--- src/rtl/fpl_pkg.sv ---
package fpl_pkg;

  localparam int SIG_W     = 64;
  localparam int EXP_W     = 17;
  localparam int REG_W     = 1 + EXP_W + SIG_W;
  localparam int MEM_W     = 128;
  localparam int TAG_W     = 3;

  localparam logic [EXP_W-1:0] EXP_ONES   = '1;
  localparam logic [EXP_W-1:0] EXP_NAT    = 17'h1FFFE;
  localparam logic [EXP_W-1:0] EXP_INT    = 17'h1003E;
  localparam int               WIDE_BIAS  = 65535;

  localparam int XW_EXP_W  = 15;
  localparam int XW_BIAS   = 16383;

  typedef enum logic [TAG_W-1:0] {
    TAG_SGL  = 3'd0,
    TAG_DBL  = 3'd1,
    TAG_XTD  = 3'd2,
    TAG_INT  = 3'd3,
    TAG_FILL = 3'd4
  } ld_tag_e;

  typedef struct packed {
    logic             sign;
    logic [EXP_W-1:0] exp;
    logic [SIG_W-1:0] sig;
  } fpreg_t;

endpackage

--- src/rtl/fpl_ieee_unpack.sv ---
module fpl_ieee_unpack
  import fpl_pkg::*;
#(
  parameter int E_W = 8,
  parameter int F_W = 23
) (
  input  logic [E_W+F_W:0] mem_i,
  output fpreg_t           reg_o
);

  localparam int               SRC_BIAS = (1 << (E_W - 1)) - 1;
  localparam logic [EXP_W-1:0] REBIAS   = EXP_W'(WIDE_BIAS - SRC_BIAS);
  localparam logic [EXP_W-1:0] DEN_EXP  = EXP_W'(WIDE_BIAS - SRC_BIAS + 1);
  localparam int               PAD_W    = SIG_W - 1 - F_W;

  logic           s;
  logic [E_W-1:0] e;
  logic [F_W-1:0] f;
  logic           e_ones;
  logic           e_zero;
  logic           f_zero;

  assign s      = mem_i[E_W+F_W];
  assign e      = mem_i[E_W+F_W-1:F_W];
  assign f      = mem_i[F_W-1:0];
  assign e_ones = &e;
  assign e_zero = ~|e;
  assign f_zero = ~|f;

  always_comb begin
    reg_o.sign = s;
    if (e_ones) begin
      reg_o.exp = EXP_ONES;
      reg_o.sig = {1'b1, f, {PAD_W{1'b0}}};
    end else if (e_zero && f_zero) begin
      reg_o.exp = '0;
      reg_o.sig = '0;
    end else if (e_zero) begin
      reg_o.exp = DEN_EXP;
      reg_o.sig = {1'b0, f, {PAD_W{1'b0}}};
    end else begin
      reg_o.exp = EXP_W'(e) + REBIAS;
      reg_o.sig = {1'b1, f, {PAD_W{1'b0}}};
    end
  end

endmodule

--- src/rtl/fpl_xtd_unpack.sv ---
module fpl_xtd_unpack
  import fpl_pkg::*;
(
  input  logic [XW_EXP_W+SIG_W:0] mem_i,
  output fpreg_t                  reg_o
);

  localparam logic [EXP_W-1:0] REBIAS = EXP_W'(WIDE_BIAS - XW_BIAS);

  logic [XW_EXP_W-1:0] e;

  assign e = mem_i[XW_EXP_W+SIG_W-1:SIG_W];

  always_comb begin
    reg_o.sign = mem_i[XW_EXP_W+SIG_W];
    reg_o.sig  = mem_i[SIG_W-1:0];
    if (&e)       reg_o.exp = EXP_ONES;
    else if (~|e) reg_o.exp = '0;
    else          reg_o.exp = EXP_W'(e) + REBIAS;
  end

endmodule

--- src/rtl/fpl_out_stage.sv ---
module fpl_out_stage
  import fpl_pkg::*;
(
  input  logic   clk,
  input  logic   rst_n,
  input  logic   load_valid,
  output logic   load_ready,
  input  fpreg_t load_word,
  output logic   hold_valid,
  input  logic   hold_ready,
  output fpreg_t hold_word
);

  logic   valid_q, valid_d;
  fpreg_t word_q;
  logic   accept;

  assign load_ready = !valid_q || hold_ready;
  assign accept     = load_valid && load_ready;

  always_comb begin
    if (accept)          valid_d = 1'b1;
    else if (hold_ready) valid_d = 1'b0;
    else                 valid_d = valid_q;
  end

  always_ff @(posedge clk or negedge rst_n) begin
    if (!rst_n) valid_q <= 1'b0;
    else        valid_q <= valid_d;
  end

  always_ff @(posedge clk or negedge rst_n) begin
    if (!rst_n)      word_q <= '0;
    else if (accept) word_q <= load_word;
  end

  assign hold_valid = valid_q;
  assign hold_word  = word_q;

endmodule

--- src/rtl/fp_load_cvt.sv ---
module fp_load_cvt
  import fpl_pkg::*;
(
  input  logic               clk,
  input  logic               rst_n,
  input  logic               in_valid,
  output logic               in_ready,
  input  logic [TAG_W-1:0]   in_fmt,
  input  logic [MEM_W-1:0]   in_data,
  input  logic               in_nat,
  output logic               out_valid,
  input  logic               out_ready,
  output logic [REG_W-1:0]   out_word
);

  localparam int SGL_W = 32;
  localparam int DBL_W = 64;
  localparam int XTD_W = 1 + XW_EXP_W + SIG_W;

  fpreg_t sgl_reg, dbl_reg, xtd_reg, cvt_reg, held;
  logic   unused_hi;

  assign unused_hi = ^in_data[MEM_W-1:REG_W];

  fpl_ieee_unpack #(.E_W(8), .F_W(23)) u_sgl (
    .mem_i (in_data[SGL_W-1:0]),
    .reg_o (sgl_reg)
  );

  fpl_ieee_unpack #(.E_W(11), .F_W(52)) u_dbl (
    .mem_i (in_data[DBL_W-1:0]),
    .reg_o (dbl_reg)
  );

  fpl_xtd_unpack u_xtd (
    .mem_i (in_data[XTD_W-1:0]),
    .reg_o (xtd_reg)
  );

  always_comb begin
    cvt_reg = '{sign: 1'b0, exp: EXP_NAT, sig: '0};
    if (!in_nat) begin
      case (in_fmt)
        TAG_SGL:  cvt_reg = sgl_reg;
        TAG_DBL:  cvt_reg = dbl_reg;
        TAG_XTD:  cvt_reg = xtd_reg;
        TAG_INT:  cvt_reg = '{sign: 1'b0, exp: EXP_INT, sig: in_data[SIG_W-1:0]};
        TAG_FILL: cvt_reg = fpreg_t'(in_data[REG_W-1:0]);
        default:  cvt_reg = '{sign: 1'b0, exp: EXP_NAT, sig: '0};
      endcase
    end
  end

  fpl_out_stage u_out (
    .clk        (clk),
    .rst_n      (rst_n),
    .load_valid (in_valid),
    .load_ready (in_ready),
    .load_word  (cvt_reg),
    .hold_valid (out_valid),
    .hold_ready (out_ready),
    .hold_word  (held)
  );

  assign out_word = held;

endmodule

--- config.mk ---
export PLATFORM = sky130hd
export DESIGN_NAME = fp_load_cvt
export DESIGN_NICKNAME = d
export VERILOG_FILES = /design/src/rtl/fpl_pkg.sv /design/src/rtl/fpl_ieee_unpack.sv /design/src/rtl/fpl_xtd_unpack.sv /design/src/rtl/fpl_out_stage.sv /design/src/rtl/fp_load_cvt.sv
export SDC_FILE = /design/constraint.sdc
export NUM_CORES = 1
export LEC_CHECK = 0
export BUFFER_PORTS_ARGS = -buffer_cell sky130_fd_sc_hd__buf_2
export CORE_ASPECT_RATIO = 0.8
export CORE_MARGIN = 2
export CORE_UTILIZATION = 47
export CTS_BUF_LIST = sky130_fd_sc_hd__clkbuf_16
export DETAILED_ROUTE_END_ITERATION = 6
export PLACE_DENSITY = 0.78
export SYNTH_ARGS = -nofsm -noshare
export SYNTH_HDL_FRONTEND = slang
export SYNTH_SLANG_ARGS = --single-unit
--- constraint.sdc ---
create_clock -name clk -period 1.53 [get_ports clk]
set_input_delay 0.306 -clock clk [delete_from_list [all_inputs] [get_ports clk]]
set_output_delay 0.306 -clock clk [all_outputs]
set_load 0.1 [all_outputs]
; ---- Word level (Yosys, flattened, before mapping)
; Cells that the tools add are included.
[word_totals]
in_bits = 136
register_bits = 83
latchBits = 0
ramBits = 0
wordCells = 42
rom_bits = 0
memories = 0
[op_classes]
n_div = 0
mux = 12
reduce_logical = 19
shifts = 0
add_sub_neg = 3
mul = 0
eq_ne = 4
bitwise_logic = 0
magnitude_cmp = 0
[op_table]
columns = operator, count
row1 = 2-to-1 mux 81 bit, 6
row2 = case mux 82 bit (5 select lines), 1
row3 = 2-to-1 mux 82 bit, 1
row4 = OR reduction 52 bit, 1
row5 = 2-to-1 mux 17 bit, 2
row6 = OR reduction 23 bit, 1
row7 = adder 11 x 16 -> 17 bit (second input constant), 1
row8 = adder 15 x 16 -> 17 bit (second input constant), 1
row9 = adder 8 x 16 -> 17 bit (second input constant), 1
row10 = AND reduction 15 bit, 1
row11 = OR reduction 15 bit, 1
row12 = AND reduction 11 bit, 1
row13 = OR reduction 11 bit, 1
row14 = AND reduction 8 bit, 1
row15 = OR reduction 8 bit, 1
row16 = equality test 3 x 2 -> 1 bit (second input constant), 2
row17 = zero test 1 bit, 5
row18 = equality test 3 x 1 -> 1 bit (second input constant), 1
row19 = equality test 3 bit (second input constant), 1
row20 = logical AND 1 bit, 3
row21 = zero test 3 bit, 1
row22 = 2-to-1 mux 1 bit, 2
row23 = nonzero test 2 bit, 1
row24 = logical OR 1 bit, 1

; ---- Logic depth before layout (Yosys ltp)
; Gate-level depths: netlist (run 1).
[logic_depth]
depth_word = 7
mapped_depth = 8
depth_no_buf = 5

; ---- By module
; Synthesis (run 1) repeated with hierarchy kept, for this count alone.
[hier_totals]
cells_unflattened = 949
hier_area_um2 = 8763.4
[by_module_without_submodules]
columns = module, instances, area_per_inst_um2, cells_each, seq_area_each_um2
row1 = fp_load_cvt, 1, 3499.6, 474, 0.0
row2 = fpl_out_stage, 1, 3422.0, 176, 2077.0
row3 = fpl_xtd_unpack, 1, 643.1, 91, 0.0
row4 = fpl_ieee_unpack at u_sgl, 1, 613.1, 98, 0.0
row5 = fpl_ieee_unpack at u_dbl, 1, 585.6, 110, 0.0

; ---- Worst setup path after synthesis (run 1)
; No wires, ideal clock.
[synth_timing]
path_kind = register -> register
startpoint = register u_out.valid_q, in the netlist u_out.hold_valid
endpoint = register u_out.word_q (netlist bit u_out.hold_word[31])
n_path_buf = 2
required_time_ns = 1.403
setup_time_ns = 0.127
setup_slack_ns = -1.534
stages_incl_launch_ff = 8
synth_period_minus_slack_ns = 3.064
t_arrival_ns = 2.937
path_cell_list = dfrtp_1 > nand2b_1 > and4b_1 > buf_6 > o21a_4 > buf_6 > a222oi_1 > inv_1
[synth_between]
elab_chain_len = 3
[synth_rtl]
columns = element, line
row1 = "start, declared", fpl_out_stage.sv:14  ; logic valid_q, valid_d;
row2 = "start signal, assigned", fpl_out_stage.sv:29  ; else valid_q <= valid_d;
row3 = zero test 1 bit, fpl_out_stage.sv:18  ; assign load_ready = !valid_q || hold_ready;
row4 = logical OR 1 bit, fpl_out_stage.sv:18
row5 = named net in_ready, fp_load_cvt.sv:7  ; output logic in_ready,
row6 = logical AND 1 bit, fpl_out_stage.sv:19  ; assign accept = load_valid && load_ready;
row7 = "end signal, assigned", fpl_out_stage.sv:34  ; else if (accept) word_q <= load_word;
row8 = "end, declared", fpl_out_stage.sv:15  ; fpreg_t word_q;
; The timed path passes the listed nets, and every way through them passes these cells.
; A chain may end at the register's enable or synchronous reset.

; ---- Worst setup path after layout (run 1)
[layout_timing]
startpoint = register u_out.valid_q, in the netlist u_out.hold_valid
endpoint = register u_out.word_q (netlist bit u_out.hold_word[35])
[layout_between]
elab_chain_len = 3
[layout_rtl]
columns = element, line
row1 = zero test 1 bit, fpl_out_stage.sv:18
row2 = logical OR 1 bit, fpl_out_stage.sv:18
row3 = logical AND 1 bit, fpl_out_stage.sv:19
; Every way passes these cells.

==> metrics, run 1 <==
Rel. slew slack=66.3%; GRT Overall Usage=a little over a third; hold crit path type=input port to flop; Post-Syn Nets=about 630; Reg2Reg Depth=6; DIE AREA=0.0107 mm^2; final period utilization=110%; internal power=4.24 mW; DRC Markers=0; GR Overflow Total=0; # setup viols final=23; LEAKAGE=roughly 3.7 nW; first-pass GRT wire length=between 20 and 30 mm; Final Util=74.1%; Die H=between 90 and 100 um; DR WL/cell=22.3 um; largest net degree at the start of global routing=33; Required @ worst endpoint=between 1500 and 2000 ps; fin crit period=1680 ps; startpoint types=flop; Psw=~3.3 mW; Max IR drop VDD=0.709 mV; Initial DRC Count=about 1000; sw frac=between 40% and 50%; P&R area growth vs syn=53.5%; synthesized instance count=slightly below 500; H-tree levels=3; clock slew at reported path FFs=60 ps; Root Driver=clkbuf_16; Port Buffers=approximately 170; pwr dens=between 1000 and 1500 mW/mm^2; CTS Sinks=slightly above 80; setup ws final=-154 ps; total stage count of the critical path=6; # diodes=0; Max clock buf depth=2; Die Wd=around 120 um; Sequential Power Share=about a third; Placer Congestion=between 0.9 and 1; most frequent cells in the layout=buf_2, buf_4, dfrtp_1; CTS tree=yes; commonest non-fill, non-tap cell in the layout=buf_2; cell breakdown of the critical path=nand2b_4 > and4b_4 > o21a_4 > buf_4 > a222oi_1 > inv_1; Worst Path Buf+Inv=2; Seq cells post-synth=83; max-cap violation count=0; TritonRoute pass-1 iters=7; Antenna Nets Post-Route=0; pre-CTS setup slack=-502 ps; initial antenna violation count=0; violations in the final reports=setup timing; number of flops mapped to enable cells by yosys=0; Slew Limit Fails=0; hold path depth=3; CP max FO=7; clock skew=between 7 and 8 ps; site row count=32; top_reg_cell synth=dfrtp_1; status=finished with violations; sequential-to-total area share from yosys stat=roughly 45%; async set-reset flop share out of synthesis=100%; NumNets Final=~900; detailed placement HPWL=13.7 mm; Via density=about 6.3; cell family with most CP delay=compound AO/OA/AOI/OAI gates; Final Cell Area=around 0.0072 mm^2; syn_area_per_cell=9.53 um^2; Via Count=about 5700; Final TNS setup=-935 ps; area of the mapped netlist=roughly 0.0047 mm^2; layout cells sized above 1=between 40% and 50%; slowest CP cell=a222oi_1; RSZ-0062 raised after global routing=true; Logic pwr share=approximately two fifths; Skew-Pair Late Insertion Delay=~350 ps; Core Box Area=approximately 0.0096 mm^2; Crit. End Element=flop; vias in the first global route=between 5000 and 6000; Boundary Pins=220; final wirelength=roughly 20 mm; Cell variety after synth=47; placed cell areas=about 0.0065 mm^2; Worst EP arrival=1900 ps; worst slew pin tran=between 500 and 600 ps; Ys Warns=0; CP Class=flop to flop; final hold vios=0; clock power share=26.5%; initial core utilization=48.3%; CTS Buf Count=9; Power Total=roughly 7.5 mW; Fmax achieved=slightly below 600 MHz; slowest stage delay, CP=approximately 440 ps
cell usage after synthesis, drive strengths merged (6+ instances only):
cell type | count | area share, %
nand2 | 37 | 3.0
a21oi | 35 | 3.8
clkbuf | 14 | 1.1
inv | 30 | 2.4
nand2b | 7 | 0.99
nor2 | 51 | 4.1
o21ai | 27 | 3.0
dfrtp | 83 | 45
o22ai | 6 | 0.81
nand4 | 10 | 1.3
nor4 | 18 | 2.8
mux2i | 27 | 5.8
buf | 26 | 4.1
a22o | 37 | 7.0
mux2 | 6 | 1.6
a222oi | 29 | 6.2
area by class of cell:
type / count / area [um^2]
multi-input cells: 340 / 2430
clock inverters: 7 / 35.0
inverters: 30 / 113
well taps: 136 / 170
flip-flops and latches: 83 / 2080
clock buffers: 9 / 225
repair buffers: 304 / 2100
fillers: 666 / 2490
worst register-to-register path, cell delays in order, from the launching register on:
cell	delay, ps
dfrtp_4	420
nand2b_4	60
and4b_4	240
o21a_4	150
buf_4	140
a222oi_1	440
inv_1	100
flip-flops by register name (all words and copies together) (netlist names):
name and count:
u_out.hold_valid 1, u_out.hold_word 82
per-stage QoR:
step	cells	hold slack [ps]
after floorplan	489	10.4
after global placement	876	278
after detailed placement	876	284
after CTS	899	239
after global routing	909	266
final	909	243
power groups by stage:
stage | Combinational, mW | Clock, mW | Sequential (mW)
2_1_floorplan | 0.583 | 0 | 3.91
3_3_place_gp | 2.81 | 0 | 2.53
3_5_place_dp | 2.85 | 0 | 2.54
4_1_cts | 2.92 | 1.99 | 2.50
5_1_grt | 3.13 | 2.08 | 2.52
6_report | 3.03 | 2.00 | 2.51
path summary, 6_finish.rpt:
check,from,to,slack (ps)
max in group asynchronous,rst_n,u_out.hold_word[15],470
min in group asynchronous,rst_n,u_out.hold_word[1],460
worst max register to register,u_out.hold_valid,u_out.hold_word[35],-150
worst min-delay path,in_data[75],u_out.hold_word[75],240
worst min register to register,u_out.hold_word[7],u_out.hold_word[7],500
worst max-delay path,u_out.hold_valid,u_out.hold_word[35],-150
cell families after synthesis:
family	after synthesis	share of synthesized area [%]
flops	83	44.6
compound gates	160	25.4
simple gates	143	15.1
buf+inv	70	7.62
mux	33	7.41
routing by layer:
metal	global-route usage [%]	wire [um]
met4	13.3	833
met1	48.8	7730
met3	9.01	2660
met2	55.3	9040
met5	0	0
what timing repair did:
action	4_1_cts	5_1_grt
endpoints found under the hold margin	27	0
gates cloned	4	3
pin swaps	16	21
resized for setup	16	26
endpoints found under the setup margin	52	51
setup buffers	2	8
hold buffers	1	0
Note: power is estimated with default switching activity, not from simulation.
==> run 2, diff against run 1 <==
CTS_BUF_LIST = not set   (was sky130_fd_sc_hd__clkbuf_16)
==> run 2 against run 1 <==
Against the previous run: the flow finishes with violations (DRC, setup timing); first-iteration DRC count shrank 14%; via count shrank 1.1%; count of clock-buffer cells in the layout grew 2; non-clock buffer count shrank 3; global-route usage shrank 0.13 points; total power grew 1.1%; sequential power is essentially flat; hold slack lost 1.3 ps; critical path type unchanged; critical endpoint is now u_out.hold_word[14]; largest power group unchanged.
==> metrics, run 2 (same netlist as run 1, synthesis figures left out) <==
P&R area growth vs syn=53.7%; critical path launch point=u_out.hold_valid; CP Class=flop to flop; DRC Markers=10; worst slew pin tran=between 500 and 600 ps; LEAKAGE=3.72 nW; largest net degree at the start of global routing=33; Power Total=around 7.6 mW; pwr dens=about 1100 mW/mm^2; vias in the first global route=5397; layout cells sized above 1=45.7%; Die H=roughly 93 um; Max clock buf depth=2; FF-to-FF Start=u_out.hold_valid; CTS Sinks=slightly above 80; Rel. slew slack=around two thirds; TritonRoute pass-1 iters=7; final hold vios=0; GR Layer Usage met2=between 50% and 60%; CP max FO=14; hold crit path type=input port to flop; most frequent cells in the layout=buf_2, buf_4, dfrtp_1; GR Overflow Total=0; DR WL/cell=22.1 um; violations in the final reports=DRC, setup timing; Skew-Pair Late Insertion Delay=about 350 ps; clock slew at reported path FFs=about 60 ps; Worst EP arrival=between 1500 and 2000 ps; Max IR drop VDD=around 0.76 mV; setup ws final=-134 ps; DIE AREA=about 0.011 mm^2; clock skew=8.99 ps; max-cap violation count=0; Die Wd=between 100 and 150 um; Final Cell Area=a little over 0.007 mm^2; global routing's busiest layer=met2; detailed placement HPWL=about 14 mm; Via Count=5681; startpoint types=flop; first-pass GRT wire length=a little under 30 mm; status=finished with violations; Antenna Nets Post-Route=0; final period utilization=109%; met3 Use GR=10.2%; Boundary Pins=220; min-delay src=in_data[75]; Placer Congestion=just over 0.9; Root Driver=clkbuf_16; initial core utilization=around half; placed cell areas=around 0.0065 mm^2; pre-CTS setup slack=-502 ps; fin crit period=roughly 1700 ps; Final Util=about 74%; GRT Overall Usage=between 30% and 40%; commonest non-fill, non-tap cell in the layout=buf_2; Initial DRC Count=869; Slew Limit Fails=0; met1 GRT Util=47.8%; # diodes=0; CTS tree=yes; site row count=32; Port Buffers=around 170; NumNets Final=~900; Core Box Area=0.00965 mm^2; Fmax achieved=around 600 MHz; RSZ-0062 raised after global routing=true; # setup viols final=24; H-tree levels=3; Required @ worst endpoint=around 1700 ps; Crit. End Element=flop; Via density=6.26; initial antenna violation count=0; number of flip-flops in the largest register=just over 80; Final TNS setup=-817 ps; CTS Buf Count=9; final wirelength=about 20 mm
run 2: cell types whose count changed in the layout (fill, tap and decap cells not counted):
cell      before  now
buf_12        10   11
clkinv_1       2    0
buf_4        115  113
o21a_2         2    3
clkbuf_8       0    2
buf_6          7    5
run 2: layer usage:
layer | routed length [um] | vias to the layer above
met3 | 2740 | 113
li1 | - | 2400
met4 | 925 | 0
met2 | 8700 | 518
met5 | 0 | -
met1 | 7680 | 2650
run 2: final timing paths:
check	endpoint	slack, ps	cells past startpoint
max	u_out.hold_word[14]	-130	6
min	u_out.hold_word[75]	240	3
max reg2reg	u_out.hold_word[14]	-130	6
min reg2reg	u_out.hold_word[7]	500	1
max in group asynchronous	u_out.hold_word[4]	470	3
min in group asynchronous	u_out.hold_word[1]	470	2
run 2: what timing repair did:
item | in CTS | in global routing
pin swaps | 16 | 20
hold buffers | 1 | 0
setup buffers | 2 | 5
endpoints found under the hold margin | 27 | 0
cloned | 4 | 4
setup endpoints to repair | 52 | 51
gates resized for setup | 17 | 23
run 2: final cells by class:
cell class | instances | area, um^2
clock buffer | 11 | 253
tap | 136 | 170
sequential | 83 | 2080
timing repair buffer | 301 | 2080
multi-input combinational | 341 | 2440
clock inverter | 5 | 27.5
fill | 673 | 2480
inverter | 30 | 113
run 2: critical path, stage by stage, from the launching register on:
cell and delay [ps]:
dfrtp_4 490, nand2b_4 90, buf_6 130, nand2_8 110
buf_12 180, a222oi_1 380, inv_1 130
run 2: stage by stage:
| step | hold slack (ps) | cells |
|---|---|---|
| floorplan | 10.4 | 489 |
| global placement | 278 | 876 |
| detailed placement | 284 | 876 |
| CTS | 238 | 899 |
| global route | 265 | 907 |
| finish | 242 | 907 |
run 2: power by group:
part / switching, mW / leakage, nW / internal, mW / total (mW)
combinational: 2.24 / 2.51 / 0.781 / 3.03
clock: 0.920 / 0.141 / 1.18 / 2.10
sequential: 0.122 / 1.06 / 2.38 / 2.51
